--- config.mk ---
export PLATFORM = sky130hd
export DESIGN_NAME = branch_resolve
export DESIGN_NICKNAME = d
export VERILOG_FILES = /design/src/rtl/branch_resolve.sv
export SDC_FILE = /design/constraint.sdc
export NUM_CORES = 1
export LEC_CHECK = 0
export BUFFER_PORTS_ARGS = -buffer_cell sky130_fd_sc_hd__buf_4
export CAP_MARGIN = 20
export CORE_MARGIN = 8
export CORE_UTILIZATION = 62
export CTS_BUF_LIST = sky130_fd_sc_hd__clkbuf_2 sky130_fd_sc_hd__clkbuf_4 sky130_fd_sc_hd__clkbuf_8
export DETAILED_ROUTE_END_ITERATION = 12
export PLACE_DENSITY = 0.89
export SYNTH_ARGS = -nofsm -noshare
export SYNTH_HDL_FRONTEND = slang
export SYNTH_SLANG_ARGS = --single-unit
--- constraint.sdc ---
create_clock -name clk -period 10.9 [get_ports clk]
set_input_delay 2.725 -clock clk [delete_from_list [all_inputs] [get_ports clk]]
set_output_delay 2.725 -clock clk [all_outputs]
set_load 0.02 [all_outputs]
--- src/rtl/branch_resolve.sv ---
module branch_resolve #(
  parameter int XLEN = 32,
  parameter int OFFW = 10
) (
  input  logic                clk,
  input  logic                rst_n,
  input  logic                cmp_valid,
  input  logic [XLEN-1:0]     cmp_lhs,
  input  logic [XLEN-1:0]     cmp_rhs,
  input  logic                br_valid,
  input  logic [OFFW+5:0]     br_opcode,
  input  logic [XLEN-1:0]     br_pc,
  output logic                res_valid,
  output logic                res_taken,
  output logic                res_illegal,
  output logic [XLEN-1:0]     res_pc
);
  localparam int ILEN = OFFW + 6;
  localparam int SEL_LO = OFFW;
  localparam int SEL_HI = OFFW + 3;
  localparam logic [XLEN-1:0] STEP = XLEN'(2);

  logic [XLEN-1:0] opa, opb;
  logic [3:0]      sel;
  logic            is_br, hit, known;
  logic [XLEN-1:0] disp, seq_pc;

  always_ff @(posedge clk) begin
    if (!rst_n) begin
      opa <= '0;
      opb <= '0;
    end else if (cmp_valid) begin
      opa <= cmp_lhs;
      opb <= cmp_rhs;
    end
  end

  assign is_br  = br_valid && (br_opcode[ILEN-1 -: 2] == 2'b11);
  assign sel    = br_opcode[SEL_HI:SEL_LO];
  assign disp   = {{(XLEN-OFFW-1){br_opcode[OFFW-1]}}, br_opcode[OFFW-1:0], 1'b0};
  assign seq_pc = br_pc + STEP;

  always_comb begin
    known = 1'b1;
    hit   = 1'b0;
    case (sel)
      4'h0: hit = (opa == opb);
      4'h1: hit = (opa != opb);
      4'h2: hit = ($signed(opa) <  $signed(opb));
      4'h3: hit = ($signed(opa) >  $signed(opb));
      4'h4: hit = (opa <  opb);
      4'h5: hit = (opa >  opb);
      4'h6: hit = ($signed(opa) >= $signed(opb));
      4'h7: hit = ($signed(opa) <= $signed(opb));
      4'h8: hit = (opa >= opb);
      4'h9: hit = (opa <= opb);
      default: known = 1'b0;
    endcase
  end

  always_ff @(posedge clk) begin
    if (!rst_n) begin
      res_valid   <= 1'b0;
      res_taken   <= 1'b0;
      res_illegal <= 1'b0;
      res_pc      <= '0;
    end else begin
      res_valid   <= is_br && known;
      res_taken   <= is_br && known && hit;
      res_illegal <= is_br && !known;
      if (is_br) begin
        if (!known)   res_pc <= br_pc;
        else if (hit) res_pc <= seq_pc + disp;
        else          res_pc <= seq_pc;
      end
    end
  end
endmodule


; ---- After elaboration in Yosys (flattened, before gate mapping)
; Index checks and enable logic that the tools add are counted.
[totals]
wordCells = 39
input_bits = 116
reg_bits = 99
[op_classes]
addsub = 2
n_eq_ne = 12
reduce_logical = 7
n_mux = 4
magnitude_cmp = 8
[ops]
columns = cell, count
row1 = 32-bit >= comparator, 2
row2 = 32-bit greater-than comparator, 2
row3 = 32-bit <= comparator, 2
row4 = 32-bit less-than comparator, 2
row5 = 32-bit two-way mux, 2
row6 = 32-bit by 2-bit adder with 32-bit output (second input constant), 1
row7 = 32-bit adder, 1
row8 = 32-bit == test, 1
row9 = 32-bit inequality test, 1
row10 = 4-bit by 3-bit == test with 1-bit output (second input constant), 4
row11 = 1-bit one-hot mux with 10 select lines, 1
row12 = 10-bit OR reduction, 1
row13 = 4-bit by 2-bit == test with 1-bit output (second input constant), 2
row14 = 4-bit == test (second input constant), 2
row15 = 4-bit by 1-bit == test with 1-bit output (second input constant), 1
row16 = 1-bit logical AND, 4
row17 = 4-bit logical NOT, 1
row18 = 2-bit == test (second input constant), 1
row19 = 1-bit logical NOT, 1
row20 = 1-bit two-way mux, 1

; ---- Longest topological paths before layout
; Gate-level depths: netlist (run 1).
[logic_depth]
ltp_word = 5
mapped_depth = 18
ltp_nobuf = 18

; ---- Worst setup path before layout (run 1)
; Ideal clock, no wire load.
[synth_timing]
kind = input to register
start = input port br_pc[1]
end = register res_pc[31]
arrival_ns = 5.958
stages = 17
slack_ns = 4.806
required_time_ns = 10.765
cell_sequence = ha_1 > nand3_1 > nor2_1 > nand3_1 > nor2_1 > nand3_1 > xnor2_1 > ha_1 > and3_1 > a31oi_1 > nand3_1 > o41ai_1 > o21ai_0 > mux2i_1 > a31oi_1 > xnor2_1 > a31oi_1
[synth_between]
elab_chain_len = 4
[synth_lines]
columns = element, line_no
row1 = from (decl), 12  ; input logic [XLEN-1:0] br_pc,
row2 = 32-bit by 2-bit adder with 32-bit output (*), 41  ; assign seq_pc = br_pc + STEP;
row3 = 32-bit adder, 73  ; else if (hit) res_pc <= seq_pc + disp;
row4 = 32-bit two-way mux (*), 73
row5 = 32-bit two-way mux (*), 72  ; if (!known) res_pc <= br_pc;
row6 = to (signal assigned), 72
row7 = to (signal assigned), 73
row8 = to (signal assigned), 74  ; else res_pc <= seq_pc;
row9 = to (decl), 16  ; output logic [XLEN-1:0] res_pc
; Mark *: on every way between the ends. The rest lies on a longest branch, timed or not.
; A chain may end at the register's enable or synchronous reset.

; ---- Final worst setup path (run 1)
; Same ends and word-level chain as after synthesis.

==> flow_summary.toml, run 1 <==
[critical_path]
r2r-end = "res_pc[11]$_SDFFE_PN0P_"
r2r_start = "opb[31]$_SDFFE_PN0P_"
endpoint = "res_pc[31]$_SDFFE_PN0P_"
r2r_slack_ps = 7100
cp-end-kind = "flop"
worstPathArrival_ps = 6780
r2r_cells = 13
start_kind = "input pin"
crit_path_cell_trace = "buf_4, ha_1, nand3_1, nor2_1, nand3_1, nor2_1, nand3_1, xnor2_1, ha_1, and3_1, a31oi_1, nand3_1, o41ai_1, o21ai_0, mux2i_1, a31oi_1, xnor2_1, a31oi_1"
crit_top_cell = "nand3_1"
max_stage_delay_ps = 520
cp-startpoint = "br_pc[1]"
path_max_fanout = 7
critical_path.slowest_cell = "o41ai_1"
worstSetupPathType = "in -> reg"
cp.required_ps = 11160

[synth]
synth_flop_cell = "dfxtp_1"
synthCells = 873
syn_nets = 1053
yosysWarnings = 0
ys_top_cells_by_area = "dfxtp_1, mux2i_1, ha_1"
synth.avg_cell_area_um2 = 8.32
synth_xor_area_share_pct = 5.79
synthMuxAreaShare_pct = 11.5
synth_top_family_by_area = "simple AND/OR/NAND/NOR gates"
yosysSeqAreaShare_pct = 27.3
ys_seq_elements = 99
synth_cell_types = 66
syn_area_mm2 = 0.00726
synth_top_area_cell = "dfxtp_1"
synth-adder-area-share_pct = 11.1
async_reset_ff_share_pct = 0
synth_compound_gate_area_share_pct = 19.3
synth-edff-count = 0
yosys.area_share.simple_pct = 20.3
yosysTopAreaCellShare_pct = 27.3

[cts]
cts_root_buffer = "clkbuf_8"
clock_latency_ps = 390
cts_buffers = 9
post_cts_resized = 0
h-tree-depth = 3
cts_sinks = 99
clk_path_buf_depth = 2
post_cts_buffers = 0
tritoncts = "built"
postCtsHoldBufs = 0
path_clk_slew_ps = 100

[route]
wl_met3_mm = 1.27
ant_nets = 0
firstDrtPassIters = 5
viasPerCell = 5.91
detail_route.wl_per_cell_um = 16.7
routed_wl_mm = 19.1
drt_iter0_markers = 484
via_count = 6771
top_layer_used = "met4"
dr_wl_met2_mm = 8.68
drc = 0
met1_length_mm = 8.89

[hold_path]
hp-class = "reg -> reg"

[flow_run]
drv_cap = 0

[sta]
final.setup.tns_ps = 0
fin_crit_ps = 6520
max_freq_ghz = 0.153
slew_headroom_pct = 29.2
worstMarginPinSlew_ps = 1060
rsz0062_at_grt = "no"
setup_viol = 0
hold_viol = 0
timing.final.crit_share_pct = 59.8
maxSlewViolCount = 0
skew_ps = 11.8

[floorplanning]
ios = 151
core_area_mm2 = 0.0114
die_h_um = 124
row_count = 39
die_area_mm2 = 0.0154
die_w_um = 124
start_util_pct = 63.6

[global_route]
antenna_found_initial = 0
grt_pass1_vias = 6596
grtUsageTotal_pct = 23.8
grt_pass1_wl_mm = 31.5
grt_max_degree = 75
grt-ovfl-total = 0

[place]
hpwlAfterDp_mm = 14.5
port_buffers = 150
place_congestion = 0.949
placed_area_mm2 = 0.00842

[cells_and_area]
drive_gt1_share_pct = 18.1
nNetsFinal = 1179
syn_to_final_growth_pct = 18.3
postLayoutCellArea_mm2 = 0.00859
fillers = 865
diodes = 0

[outcome]
status = "complete, no violations"

[power]
p_clk_share_pct = 23.6
sw_frac_of_total_pct = 34.7
power.switching_uw = 332
peakVddDrop_uv = 102
combPwrFrac_pct = 35.2
total_power_uw = 955
pwr_density_cell_mw_per_mm2 = 111
p_leak_nw = 3.96
pwr-share-seq_pct = 41.2
p_int_uw = 624
through the flow:
stage	cells	hold WS, ps	setup slack, ps	utilization [%]
final	1146	458	4380	75.3
after global routing	1146	482	3910	75.3
after CTS	1146	464	4450	75.3
after detailed placement	1131	441	4070	73.7
after global placement	1131	436	4240	73.7
after floorplan	873	483	4810	-
synthesized netlist by cell type, types with 6 or more instances:
master / n
and3_1: 11
xnor2_1: 30
nand2_1: 60
mux2i_1: 80
a21oi_1: 60
nand4_1: 16
nor3_1: 10
clkbuf_1: 32
a21o_1: 20
o21ai_0: 50
nand3_1: 22
nand2b_1: 6
dfxtp_1: 99
o21a_1: 6
a211oi_1: 9
nor2b_1: 71
inv_1: 42
xor2_1: 18
a22o_1: 6
ha_1: 63
nor2_1: 60
worst max-delay path: cells and delay by family:
family / cells / cell delay, ps
buf+inv: 1 / 120
compound gates: 5 / 1240
xor+xnor: 2 / 360
fa+ha+maj: 2 / 570
mux: 1 / 170
simple gates: 7 / 1610
cell usage in the layout (no fill, tap or decap), types with 10 or more instances in the layout:
cell      instances
inv_1            42
mux2i_1          80
clkbuf_8         10
nand2_1          60
xnor2_1          30
a21o_1           20
nor2_1           60
xor2_1           18
o21ai_0          50
nor2b_1          71
ha_1             63
nand3_1          22
and3_1           11
dfxtp_1          99
nand4_1          16
nor3_1           10
a21oi_1          60
buf_4           153
cells by family (layout without fill, tap and decap cells):
logic type	count (synthesis)	in the layout
compound gates	214	214
simple gates	285	285
flops	99	99
mux	83	83
xor+xnor	48	48
buf+inv	80	210
fa+ha+maj	64	64
power groups by stage:
stage               Clock, mW  Combinational, mW  Sequential (mW)
finish                  0.226              0.336            0.394
global placement            0              0.325            0.401
floorplan                   0              0.232            0.407
CTS                     0.230              0.333            0.394
detailed placement          0              0.331            0.402
global route            0.245              0.369            0.396
worst min path at each step:
stage | slack (ps) | cells after the start | startpoint | end
2_1_floorplan | 480 | 2 | opa[0]$_SDFFE_PN0P_ | opa[0]$_SDFFE_PN0P_
3_3_place_gp | 440 | 1 | res_pc[14]$_SDFFE_PN0P_ | res_pc[14]$_SDFFE_PN0P_
3_5_place_dp | 440 | 1 | res_pc[5]$_SDFFE_PN0P_ | res_pc[5]$_SDFFE_PN0P_
4_1_cts | 460 | 1 | res_pc[5]$_SDFFE_PN0P_ | res_pc[5]$_SDFFE_PN0P_
5_1_grt | 480 | 1 | res_pc[5]$_SDFFE_PN0P_ | res_pc[5]$_SDFFE_PN0P_
6_report | 460 | 1 | res_pc[5]$_SDFFE_PN0P_ | res_pc[5]$_SDFFE_PN0P_
routing by layer:
metal / vias up / global-route usage, %
met1: 3108 / 31.2
met5: - / 0
met4: 0 / 5.81
li1: 3407 / -
met3: 17 / 5.66
met2: 239 / 38.3
flip-flops by register name (all words and copies together) (netlist names):
register     cells
res_taken        1
res_illegal      1
res_valid        1
res_pc          32
opa             32
opb             32
cell type report:
class | count | area, um2 | share of cell area, %
Clock buffer | 10 | 138 | 1.60
Clock inverter | 5 | 36.3 | 0.422
Inverter | 42 | 158 | 1.83
Multi-Input combinational cell | 694 | 4950 | 57.6
Sequential cell | 99 | 1980 | 23.1
Tap cell | 143 | 179 | 2.08
Timing Repair Buffer | 153 | 1150 | 13.4
Power figures use the tool's default switching activity.
==> run 2, diff against run 1 <==
--- a/config.mk
+++ b/config.mk
@@ -5,13 +5,14 @@
 export SDC_FILE = /design/constraint.sdc
 export NUM_CORES = 1
 export LEC_CHECK = 0
+export ABC_AREA = 1
 export BUFFER_PORTS_ARGS = -buffer_cell sky130_fd_sc_hd__buf_4
 export CAP_MARGIN = 20
 export CORE_MARGIN = 8
-export CORE_UTILIZATION = 62
+export CORE_UTILIZATION = 53
 export CTS_BUF_LIST = sky130_fd_sc_hd__clkbuf_2 sky130_fd_sc_hd__clkbuf_4 sky130_fd_sc_hd__clkbuf_8
 export DETAILED_ROUTE_END_ITERATION = 12
-export PLACE_DENSITY = 0.89
+export PLACE_DENSITY = 0.8
 export SYNTH_ARGS = -nofsm -noshare
 export SYNTH_HDL_FRONTEND = slang
 export SYNTH_SLANG_ARGS = --single-unit
==> constraint.sdc (replaced) <==
create_clock -name clk -period 5.37 [get_ports clk]
set_input_delay 1.3425 -clock clk [delete_from_list [all_inputs] [get_ports clk]]
set_output_delay 1.3425 -clock clk [all_outputs]
set_load 0.02 [all_outputs]
==> run 2 against run 1 <==
Against the previous run: combinational power increased by 110%; clock power up 110%; die area increased by 23%; count of clock-buffer cells in the layout is 1 higher; highest routed layer unchanged.
==> flow_summary.toml, run 2 <==
[sta]
skew_ps = 15.5
timing.final.crit_share_pct = 84.6
finalWorstSetupSlack_ps = 826
final.setup.tns_ps = 0
rsz0062_at_grt = "no"
whs_ps = 465
fin_crit_ps = 4540
max_freq_ghz = 0.220
maxSlewViolCount = 0
hold_viol = 0
worstMarginPinSlew_ps = 948
setup_viol = 0
slew_headroom_pct = 36.7

[cts]
cts_root_buffer = "clkbuf_8"
cts_buffers = 9
postCtsHoldBufs = 0
post_cts_resized = 0
h-tree-depth = 3
post_cts_buffers = 0
clk_path_buf_depth = 2
path_clk_slew_ps = 90
clock_latency_ps = 380
tritoncts = "built"
cts_sinks = 99

[hold_path]
whs_endpoint = "opb[6]$_SDFFE_PN0P_"
hp-start = "opb[6]$_SDFFE_PN0P_"
min_path_cells = 2
hp-class = "reg -> reg"

[floorplanning]
row_count = 44
ios = 151
die_w_um = 138
core_area_mm2 = 0.0145
start_util_pct = 54.1
die_h_um = 138
die_area_mm2 = 0.0189

[cells_and_area]
final_cell_mix = "nand2_1, inv_1, buf_4"
stdcell_count = 1508
register_area_mm2 = 0.00198
diodes = 0
nNetsFinal = 1500
drive_gt1_share_pct = 16.2
reg.largest.list = "opa: 32 flops, opb: 32 flops, res_pc: 32 flops"
final_common_cell = "nand2_1"
fillers = 1400
multiInputGateArea_mm2 = 0.00499
syn_to_final_growth_pct = 17.5

[place]
dp_cells = 1492
dp_slack_ps = 498
port_buffers = 150
hpwlAfterDp_mm = 18.9
place_congestion = 0.984

[critical_path]
cp-end-kind = "flop"
critical_path.slowest_cell = "ha_1"
worstPathArrival_ps = 4800
crit_top_cell = "nand2_1"
worstSetupPathType = "in -> reg"
max_stage_delay_ps = 360
crit_buf_inv = 2
crit_path_cell_trace = "buf_4, ha_1, nand2_1, nor2_1, nand4_1, nor2_2, nand3_1, nor2_1, xor2_1, inv_1, ha_1, a21oi_1, o21a_1, o21ai_0, nand2_1, nand3_1, nand2_1, nand2_1, nand2_1, nand2_1, o21bai_2, nand3_1, a21oi_1"
start_kind = "input pin"
r2r_start = "opb[31]$_SDFFE_PN0P_"
cp.required_ps = 5620
critPathTopFamily = "simple AND/OR/NAND/NOR gates"
r2r_cells = 15
r2r-end = "res_pc[17]$_SDFFE_PN0P_"
path_max_fanout = 5
r2r_slack_ps = 2240

[synth]
synth_xor_area_share_pct = 5.59
synthMuxAreaShare_pct = 0
synth_top_area_cell = "dfxtp_1"
yosysWarnings = 0
synthCells = 1197
syn_area_mm2 = 0.00784
synth-adder-area-share_pct = 10.3
yosysTopAreaCellShare_pct = 25.3
yosysSeqAreaShare_pct = 25.3
synth-edff-count = 0
yosys.area_share.simple_pct = 26.8
synth.avg_cell_area_um2 = 6.55
synth_common_cells = "nand2_1, inv_1, nor2_1, a21oi_1, o21ai_0"
synth_compound_gate_area_share_pct = 20.9
syn_nets = 1377
synth_cell_types = 37
synth_top_family_by_area = "simple AND/OR/NAND/NOR gates"
yosysMostFrequentCell = "nand2_1"
ys_top_cells_by_area = "dfxtp_1, ha_1, nand2_1"
ys_seq_elements = 99
async_reset_ff_share_pct = 0
synth_flop_cell = "dfxtp_1"

[power]
peakVddDrop_uv = 122
combPwrFrac_pct = 35.5
pwr-share-seq_pct = 40.8
p_leak_nw = 4.38
sw_frac_of_total_pct = 35.9
pwr_density_cell_mw_per_mm2 = 213
p_clk_share_pct = 23.7
p_int_mw = 1.26
power.switching_uw = 703

[global_route]
grtUsageTotal_pct = 24.8
grt_pass1_wl_mm = 37.6
grt_max_degree = 69
antenna_found_initial = 0
grt-ovfl-total = 0
grt_pass1_vias = 7593

[route]
drc = 0
firstDrtPassIters = 5
drt_iter0_markers = 489
detail_route.wl_per_cell_um = 15.7
viasPerCell = 5.42
routed_wl_mm = 23.7
via_count = 8172
ant_nets = 0

[flow_run]
drv_cap = 0

[outcome]
status = "complete, no violations"
## run 2: cell count changes after synthesis, moves of 11 or more
cell,previous run,this run
nor2b_1,71,0
xor2_1,18,43
o21bai_2,0,30
inv_1,42,170
and3_1,11,0
a21o_1,20,7
mux2i_1,80,0
nand2_1,60,197
nand3_1,22,100
o21ai_0,50,108
nor2_1,60,146
xnor2_1,30,7
a21oi_1,60,108
## run 2: power groups by stage
| stage | clock network (mW) | logic, mW | registers, mW |
|---|---|---|---|
| after floorplan | 0 | 0.470 | 0.827 |
| after global placement | 0 | 0.682 | 0.815 |
| after detailed placement | 0 | 0.688 | 0.817 |
| after CTS | 0.470 | 0.691 | 0.800 |
| after global routing | 0.501 | 0.778 | 0.805 |
| final | 0.465 | 0.695 | 0.800 |
## run 2: cells by family after synthesis
family	after synthesis
compound gates	276
xor+xnor	50
fa+ha+maj	64
buf+inv	217
flops	99
simple gates	491
## run 2: layer usage
metal  wire [um]  vias to the layer above  global-route usage, %
met4         477                        0                   7.12
met1       10300                     3694                   31.7
li1            -                     4171                      -
met5           0                        -                      0
met2       11200                      277                   42.3
met3        1690                       30                   3.87
## run 2: how the worst max path moves through the flow
| stage | cells after the start | from | slack (ps) | endpoint |
|---|---|---|---|---|
| floorplan | 23 | br_pc[1] | 1250 | res_pc[26]$_SDFFE_PN0P_ |
| global placement | 23 | br_pc[1] | 470 | res_pc[26]$_SDFFE_PN0P_ |
| detailed placement | 23 | br_pc[1] | 500 | res_pc[26]$_SDFFE_PN0P_ |
| CTS | 23 | br_pc[1] | 890 | res_pc[26]$_SDFFE_PN0P_ |
| global route | 23 | br_pc[1] | 510 | res_pc[26]$_SDFFE_PN0P_ |
| finish | 23 | br_pc[1] | 830 | res_pc[26]$_SDFFE_PN0P_ |
## run 2: cell type report
cell class	instances	share of cell area [%]
multi-input combinational	881	54.2
sequential	99	21.5
timing repair buffer	157	12.8
inverter	172	7.01
tap	184	2.50
clock buffer	11	1.58
clock inverter	4	0.367
## run 2: metrics by stage
stage	power [mW]	cell area, um2	util (%)
2_1_floorplan	1.30	7840	-
3_5_place_dp	1.50	9020	62.3
4_1_cts	1.96	9200	63.5
5_1_grt	2.08	9210	63.6
6_report	1.96	9210	63.6
3_3_place_gp	1.50	9020	62.3
## run 2: worst reg2reg max path, cell delays in order, from the launching register on
cell and delay (ps):
dfxtp_1 320, inv_1 50, ha_1 340, a21oi_1 170, o21a_1 140, nand2_1 50
a21oi_1 230, nand2_1 160, nand2_1 100, nand4_1 80, nand2_1 80, buf_4 470
inv_2 410, nand3_1 210, nand3_1 120, a21oi_1 140
